--- src/rtl/desc_cond_pkg.sv ---
package desc_cond_pkg;
  typedef enum logic [1:0] {
    MODE_OFF      = 2'b00,
    MODE_ON_MATCH = 2'b01,
    MODE_ON_MISS  = 2'b10,
    MODE_FORCE    = 2'b11
  } cond_mode_e;

  localparam int unsigned DEC_WAIT = 0;
  localparam int unsigned DEC_BR   = 1;
  localparam int unsigned DEC_IRQ  = 2;
  localparam int unsigned NUM_DEC  = 3;

  function automatic logic resolve_mode(input cond_mode_e mode, input logic hit);
    case (mode)
      MODE_OFF:      resolve_mode = 1'b0;
      MODE_ON_MATCH: resolve_mode = hit;
      MODE_ON_MISS:  resolve_mode = ~hit;
      default:       resolve_mode = 1'b1;
    endcase
  endfunction
endpackage

--- src/rtl/cond_match.sv ---
module cond_match
  import desc_cond_pkg::*;
#(
  parameter int unsigned NIB_W    = 4,
  parameter int unsigned SEL_W    = 32,
  parameter int unsigned MASK_LSB = 16
) (
  input  logic [1:0]       mode_i,
  input  logic [SEL_W-1:0] sel_i,
  input  logic [NIB_W-1:0] stat_i,
  output logic             take_o
);
  localparam int unsigned MASK_MSB = MASK_LSB + NIB_W - 1;

  logic [NIB_W-1:0] mask;
  logic [NIB_W-1:0] val;
  logic             hit;

  assign mask = sel_i[MASK_MSB:MASK_LSB];
  assign val  = sel_i[NIB_W-1:0];
  assign hit  = ((stat_i & mask) == (val & mask));

  always_comb begin
    take_o = resolve_mode(cond_mode_e'(mode_i), hit);
  end
endmodule

--- src/rtl/ptr_next.sv ---
module ptr_next #(
  parameter int unsigned ADDR_W = 32,
  parameter int unsigned STEP   = 16
) (
  input  logic [ADDR_W-1:0] cur_i,
  input  logic [ADDR_W-1:0] dep_i,
  input  logic              branch_i,
  output logic [ADDR_W-1:0] nxt_o
);
  localparam logic [ADDR_W-1:0] STEP_V = ADDR_W'(STEP);

  always_comb begin
    if (branch_i) nxt_o = dep_i;
    else          nxt_o = cur_i + STEP_V;
  end
endmodule

--- src/rtl/desc_cond_unit.sv ---
module desc_cond_unit
  import desc_cond_pkg::*;
#(
  parameter int unsigned CMD_W      = 16,
  parameter int unsigned ADDR_W     = 32,
  parameter int unsigned SEL_W      = 32,
  parameter int unsigned NIB_W      = 4,
  parameter int unsigned MASK_LSB   = 16,
  parameter int unsigned DESC_BYTES = 16,
  parameter int unsigned WAIT_LSB   = 0,
  parameter int unsigned BR_LSB     = 2,
  parameter int unsigned IRQ_LSB    = 4
) (
  input  logic              clk,
  input  logic              rst,
  input  logic              eval_i,
  input  logic [CMD_W-1:0]  cmd_i,
  input  logic [ADDR_W-1:0] dep_i,
  input  logic [ADDR_W-1:0] cur_ptr_i,
  input  logic [NIB_W-1:0]  dev_stat_i,
  input  logic [SEL_W-1:0]  irq_sel_i,
  input  logic [SEL_W-1:0]  wait_sel_i,
  input  logic [SEL_W-1:0]  br_sel_i,
  output logic              irq_o,
  output logic              wait_o,
  output logic [ADDR_W-1:0] nxt_ptr_o,
  output logic              ptr_vld_o,
  output logic              br_taken_o
);
  localparam logic [ADDR_W-1:0] STEP_V = ADDR_W'(DESC_BYTES);

  logic [NUM_DEC-1:0][1:0]       mode_arr;
  logic [NUM_DEC-1:0][SEL_W-1:0] sel_arr;
  logic [NUM_DEC-1:0]            take;
  logic [ADDR_W-1:0]             nxt_ptr;

  assign mode_arr[DEC_WAIT] = cmd_i[WAIT_LSB+1:WAIT_LSB];
  assign mode_arr[DEC_BR]   = cmd_i[BR_LSB+1:BR_LSB];
  assign mode_arr[DEC_IRQ]  = cmd_i[IRQ_LSB+1:IRQ_LSB];
  assign sel_arr[DEC_WAIT]  = wait_sel_i;
  assign sel_arr[DEC_BR]    = br_sel_i;
  assign sel_arr[DEC_IRQ]   = irq_sel_i;

  for (genvar k = 0; k < NUM_DEC; k++) begin : g_dec
    cond_match #(
      .NIB_W   (NIB_W),
      .SEL_W   (SEL_W),
      .MASK_LSB(MASK_LSB)
    ) u_match (
      .mode_i(mode_arr[k]),
      .sel_i (sel_arr[k]),
      .stat_i(dev_stat_i),
      .take_o(take[k])
    );
  end

  ptr_next #(
    .ADDR_W(ADDR_W),
    .STEP  (DESC_BYTES)
  ) u_ptr (
    .cur_i   (cur_ptr_i),
    .dep_i   (dep_i),
    .branch_i(take[DEC_BR]),
    .nxt_o   (nxt_ptr)
  );

  always_ff @(posedge clk) begin
    if (rst) begin
      irq_o      <= 1'b0;
      wait_o     <= 1'b0;
      nxt_ptr_o  <= '0;
      ptr_vld_o  <= 1'b0;
      br_taken_o <= 1'b0;
    end else begin
      irq_o     <= 1'b0;
      ptr_vld_o <= 1'b0;
      if (eval_i) begin
        wait_o <= take[DEC_WAIT];
        if (!take[DEC_WAIT]) begin
          irq_o      <= take[DEC_IRQ];
          ptr_vld_o  <= 1'b1;
          nxt_ptr_o  <= nxt_ptr;
          br_taken_o <= take[DEC_BR];
        end
      end
    end
  end


  irq_after_eval_chk: assert property (@(posedge clk) disable iff (rst)
    irq_o |-> $past(eval_i));


  wait_blocks_update_chk: assert property (@(posedge clk) disable iff (rst)
    wait_o |-> (!ptr_vld_o && !irq_o));


  branch_target_chk: assert property (@(posedge clk) disable iff (rst)
    (ptr_vld_o && br_taken_o) |-> (nxt_ptr_o == $past(dep_i)));


  seq_advance_chk: assert property (@(posedge clk) disable iff (rst)
    (ptr_vld_o && !br_taken_o) |-> (nxt_ptr_o == $past(cur_ptr_i) + STEP_V));


  hold_without_update_chk: assert property (@(posedge clk) disable iff (rst)
    !ptr_vld_o |-> ($stable(br_taken_o) && $stable(nxt_ptr_o)));


  vld_needs_eval_chk: assert property (@(posedge clk) disable iff (rst)
    ptr_vld_o |-> $past(eval_i));
endmodule

--- config.mk ---
export PLATFORM = sky130hd
export DESIGN_NAME = desc_cond_unit
export DESIGN_NICKNAME = d
export VERILOG_FILES = /design/src/rtl/desc_cond_pkg.sv /design/src/rtl/cond_match.sv /design/src/rtl/ptr_next.sv /design/src/rtl/desc_cond_unit.sv
export SDC_FILE = /design/constraint.sdc
export NUM_CORES = 1
export LEC_CHECK = 0
export ABC_CLOCK_PERIOD_IN_PS = 5800
export CORE_MARGIN = 10
export CORE_UTILIZATION = 34
export DETAILED_ROUTE_END_ITERATION = 6
export GPL_TIMING_DRIVEN = 0
export PLACE_DENSITY = 0.87
export SLEW_MARGIN = 10
export SYNTH_ARGS = -nofsm -noshare
export SYNTH_HDL_FRONTEND = slang
export SYNTH_SLANG_ARGS = --single-unit
--- constraint.sdc ---
create_clock -name clk -period 5.8 [get_ports clk]
set_input_delay 1.16 -clock clk [delete_from_list [all_inputs] [get_ports clk]]
set_output_delay 1.16 -clock clk [all_outputs]
set_load 0.05 [all_outputs]
======== Yosys cells after proc, flatten, opt, wreduce, memory -nomap -nowiden ========
Cells that the tools add are included.
W data, S select, Z words.
storage, ports and cells
  output and inout port bits .............. 36
  word-level logic and storage cells ...... 37
  flip-flop bits (word level) ............. 36
cells by class
  bitwise gates (word level) .............. 11
  add/sub/neg operators ................... 1
  equal/unequal tests ..................... 9
  reduce and logical (&&, ||, !) cells .... 6
  mux-type cells .......................... 5
operator list
  cell                     count
  $add A32 B5 Y32 const B  1
  $mux W32                 1
  $and A4 B4 Y4            6
  $eq A4 B4 Y1             3
  $pmux W1 S3              3
  $eq A2 B1 Y1 const B     3
  $eq A2 B2 Y1 const B     3
  $logic_not A2 Y1         3
  $not A1 Y1               5
  $reduce_or A3 Y1         1
  $reduce_and A2 Y1        1
  $reduce_or A2 Y1         1
  $mux W1                  1

======== Longest topological paths before layout ========
  depth in word-level cells ............... 6
  depth in mapped cells ................... 7
  gate-level depth less buffers ........... 6

======== Cells and area by module ========
A second synthesis with hierarchy kept.
second synthesis, totals
  cell total of the unflattened synthesis .. 332
  area total of the unflattened synthesis .. 2,788.9 µm²
by module, submodules not included
  module          instances  cells an instance  area each (µm²)  sequential area each (µm²)
  desc_cond_unit  1          157                1,676.6          720.7
  ptr_next        1          154                902.1            0.0
  cond_match      3          7                  70.1             0.0

======== Least setup slack after synthesis ========
OpenSTA, ideal clock, no wires.
  path type ............................... input -> register
  start ................................... in dev_stat_i[3]
  end ..................................... reg nxt_ptr_o[18]
  stages on the path ...................... 6
  slack ................................... 3.149 ns
  data required time ...................... 5.708 ns
  library setup time ...................... 0.092 ns
  buffers on the path ..................... 1
  arrival time ............................ 2.559 ns
  cell sequence ........................... xor2_1 > a22o_1 > nor4b_4 > o21ai_4 > buf_6 > o32ai_1
on the way
  word-level cells in the longest chain between the ends .. 6
  elaborated cells between the ends (all ways) .. 11
  those cells by class .................... 2 x eq/ne; 3 x mux; 5 x bitwise; 1 x reduce/logical
RTL lines
  element                      RTL line              source
  start: declaration           desc_cond_unit.sv:20  input logic [NIB_W-1:0] dev_stat_i,
  $and A4 B4 Y4                cond_match.sv:21      assign hit = ((stat_i & mask) == (val & mask));
  $eq A4 B4 Y1                 cond_match.sv:21
  $not A1 Y1                   desc_cond_pkg.sv:18   MODE_ON_MISS: resolve_mode = ~hit;
  $pmux W1 S3                  desc_cond_pkg.sv:15   case (mode)
  $not A1 Y1 (no line)         --
  $reduce_and A2 Y1 (no line)  --
  end signal: assignment       desc_cond_unit.sv:82  nxt_ptr_o <= nxt_ptr;
  end: declaration             desc_cond_unit.sv:26  output logic [ADDR_W-1:0] nxt_ptr_o,
Several ways; a longest one is shown, not always the timed one.
A chain may end at the register's enable or synchronous reset.

======== Final worst setup path ========
  start ................................... in cur_ptr_i[4]
  end ..................................... reg nxt_ptr_o[30]
on the way
  word-level cells in the longest chain between the ends .. 2
RTL lines
  element             RTL line              source
  start: declaration  desc_cond_unit.sv:19  input logic [ADDR_W-1:0] cur_ptr_i,
  $add A32 B5 Y32     ptr_next.sv:14        else nxt_o = cur_i + STEP_V;
  $mux W32            ptr_next.sv:13        if (branch_i) nxt_o = dep_i;
No other way between the ends.

==> flow_metrics.tcl <==
set metrics [dict create \
    power_w 0.000871 \
    synth.cell_area_sq_um 2410 \
    cts-root-buf "clkbuf_8" \
    die_w_microns 104 \
    area_growth_pct 65.2 \
    cts_made_buffers 5 \
    drc 0 \
    path_max_fanout 9 \
    synth_edf_count 0 \
    antenna_cells 0 \
    ys_async_sr_fraction_pct 0 \
    routed_wl_microns 10000 \
    tns_ns 0 \
    path_cells "clkdlybuf4s50_1, ha_1, and4_1, clkbuf_1, nand4_1, o31a_1, nor4_1, o32ai_1" \
    rsz0062_at_grt "no" \
    slowest_delay_ns 0.54 \
    r2r_end "nxt_ptr_o[3]$_SDFFE_PP0P_" \
    crit_slowest_cell "clkdlybuf4s50_1" \
    clk_pin_slew_ns 0.09 \
    io_pins 219 \
    cts.sinks 36 \
    cts_tree "yes" \
    ys_warn_count 0 \
    worst_pin_slew_ns 0.634 \
    ys.flop_type "dfxtp_1" \
    wl_met1_microns 4250 \
    synth.yosys.seq_area_share_pct 29.9 \
    routabilityCongestion 0.878 \
    fin_worst_skew_ns 0 \
    dieArea_sq_um 10900 \
    syn_area_per_cell_sq_um 7.94 \
    met3_length_microns 805 \
    post_drt_wl_per_cell_microns 18.5 \
    clock_latency_ns 0.30 \
    nets 629 \
    drt_pass1_iterations 4 \
    vias 2969 \
    cap_viol_max_count 0 \
    syn_inst 304 \
    cts_setup_buffers 0 \
    port_buffers 134 \
    reg2regPathDepth 2 \
    synth_nets 488 \
    grt_start_max_net_pins 13 \
    synth.most_common_cell "dfxtp_1" \
    arrival_ns 3.46 \
    fp.dieH_microns 104 \
    drive_gt1_share_pct 4.04 \
    ant_nets 0 \
    via_per_inst 5.48 \
    power_leakage_nw 1.34 \
    status "finished, final reports clean" \
    synth_cell_types 37 \
    endpoint "nxt_ptr_o[30]$_SDFFE_PP0P_" \
    crit_path_end_kind "flop" \
    slew_viol_final 0 \
    cp-start-kind "input port" \
    grt_pass1_vias 3038 \
    met2_length_microns 4900 \
    holdBufCountCts 0 \
    yosysTopAreaCellShare_pct 29.9 \
    top_layer "met4" \
    worstPathRequired_ns 5.96 \
    core_area_sq_um 6830 \
    antenna_found_initial 0 \
    final-hold-violation-count 0 \
    rows 30 \
    grt_pass1_wl_microns 15800 \
    setup_violations 0 \
    slew_headroom_pct 57.4 \
    grtUsageTotal_pct 17.4 \
    fin_crit_ns 3.30 \
    netlist.top_cell.by_area "dfxtp_1" \
    cp-startpoint "cur_ptr_i[4]" \
    grt_overflow 0 \
    htreeDepth 2 \
    dp_hpwl_microns 8090 \
    start_util_pct 35.3 \
    ir_worst_vdd_mv 0.116 \
    reg2reg_slack_ns 5.01 \
    r2r-start "nxt_ptr_o[3]$_SDFFE_PP0P_" \
    drt-initial-drc-count 179 \
    synth-seq-cells 36 \
    cellPowerDensity_nw_per_um2 218 \
    fmax_mhz 303 \
    synth_area_leaders "dfxtp_1, o32ai_1, nor4_1" \
    synthTopCellsByCount "dfxtp_1, a21oi_1, o32ai_1" \
    min_path_type "reg2reg" \
    cts_resized 0 \
    path_class "in2reg" \
    clockBufferDepth 2 \
    finalCritPeriodShare_pct 56.9 \
]
## cells by family (layout without fill, tap and decap cells)
| logic type | Yosys count | after routing | synth area share, % |
|---|---|---|---|
| buf+inv | 48 | 190 | 8.35 |
| xor+xnor | 25 | 25 | 9.07 |
| fa+ha+maj | 1 | 1 | 0.518 |
| simple gates | 102 | 102 | 24.0 |
| flops | 36 | 36 | 29.9 |
| mux | 1 | 1 | 0.415 |
| compound gates | 91 | 91 | 27.8 |
## per-layer routing
metal / up-vias / GRT usage [%]
met5: - / 0
met4: 0 / 3.08
met3: 8 / 6.01
met2: 117 / 30.1
met1: 1384 / 20.4
li1: 1460 / -
## metrics by stage
step / hold slack, ns / util, % / setup WS [ns] / std cells / instance area, sq um
after CTS: 0.458 / 58.4 / 2.51 / 542 / 3990
final: 0.458 / 58.4 / 2.50 / 542 / 3990
after detailed placement: 0.447 / 56.7 / 2.21 / 534 / 3870
after floorplan: 0.671 / - / 3.15 / 304 / 2410
after global placement: 0.440 / 56.7 / 2.24 / 534 / 3870
after global routing: 0.478 / 58.4 / 2.31 / 542 / 3990
## cells in the final DEF, fill, tap and decap left out, types with 2 or more instances in the layout
cell type / n
xnor2_1: 12
nor3_1: 22
or3_1: 2
nor2_1: 3
and4_1: 5
clkbuf_1: 17
o21a_1: 2
clkbuf_8: 5
clkdlybuf4s50_1: 134
nand2_1: 17
and3_1: 4
nor4_1: 22
buf_2: 5
o31a_1: 10
inv_1: 22
nand3_1: 12
a22o_1: 3
a21oi_1: 26
buf_6: 2
a22oi_1: 4
xor2_1: 13
o21ai_0: 8
a311oi_1: 7
nand4_1: 11
o32ai_1: 26
dfxtp_1: 36
## state kept, by name (all words and copies together), names as in the netlist
signal / count
ptr_vld_o: 1
nxt_ptr_o: 32
wait_o: 1
br_taken_o: 1
irq_o: 1
## power by group
part / switching [W] / internal [W]
Clock: 0.000104 / 0.000127
Sequential: 0.0000118 / 0.000271
Combinational: 0.000202 / 0.000154
## layout make-up
cell class / count / area (sq um)
buffer: 25 / 115
clock buffer: 5 / 68.8
clock inverter: 3 / 42.5
fill: 675 / 2850
inverter: 23 / 86.3
multi-input combinational: 220 / 1490
sequential: 36 / 721
tap: 96 / 120
timing repair buffer: 134 / 1340
## worst min-delay path by stage
stage                                     from                    endpoint  slack (ns)  cells past startpoint
global placement    nxt_ptr_o[25]$_SDFFE_PP0P_  nxt_ptr_o[25]$_SDFFE_PP0P_        0.44                      2
CTS                 nxt_ptr_o[24]$_SDFFE_PP0P_  nxt_ptr_o[24]$_SDFFE_PP0P_        0.46                      2
detailed placement  nxt_ptr_o[24]$_SDFFE_PP0P_  nxt_ptr_o[24]$_SDFFE_PP0P_        0.45                      2
finish              nxt_ptr_o[23]$_SDFFE_PP0P_  nxt_ptr_o[23]$_SDFFE_PP0P_        0.46                      2
global route        nxt_ptr_o[29]$_SDFFE_PP0P_  nxt_ptr_o[29]$_SDFFE_PP0P_        0.48                      2
floorplan           nxt_ptr_o[25]$_SDFFE_PP0P_  nxt_ptr_o[25]$_SDFFE_PP0P_        0.67                      2
## worst max-delay path, delay by kind of cell
family	cells	cell delay [ns]
buffers and inverters	2	0.93
AND/OR/NAND/NOR	3	0.77
AO/OA/AOI/OAI	2	0.39
adder cells (fa/ha/maj)	1	0.22
Note: power is estimated with default switching activity, not from simulation.
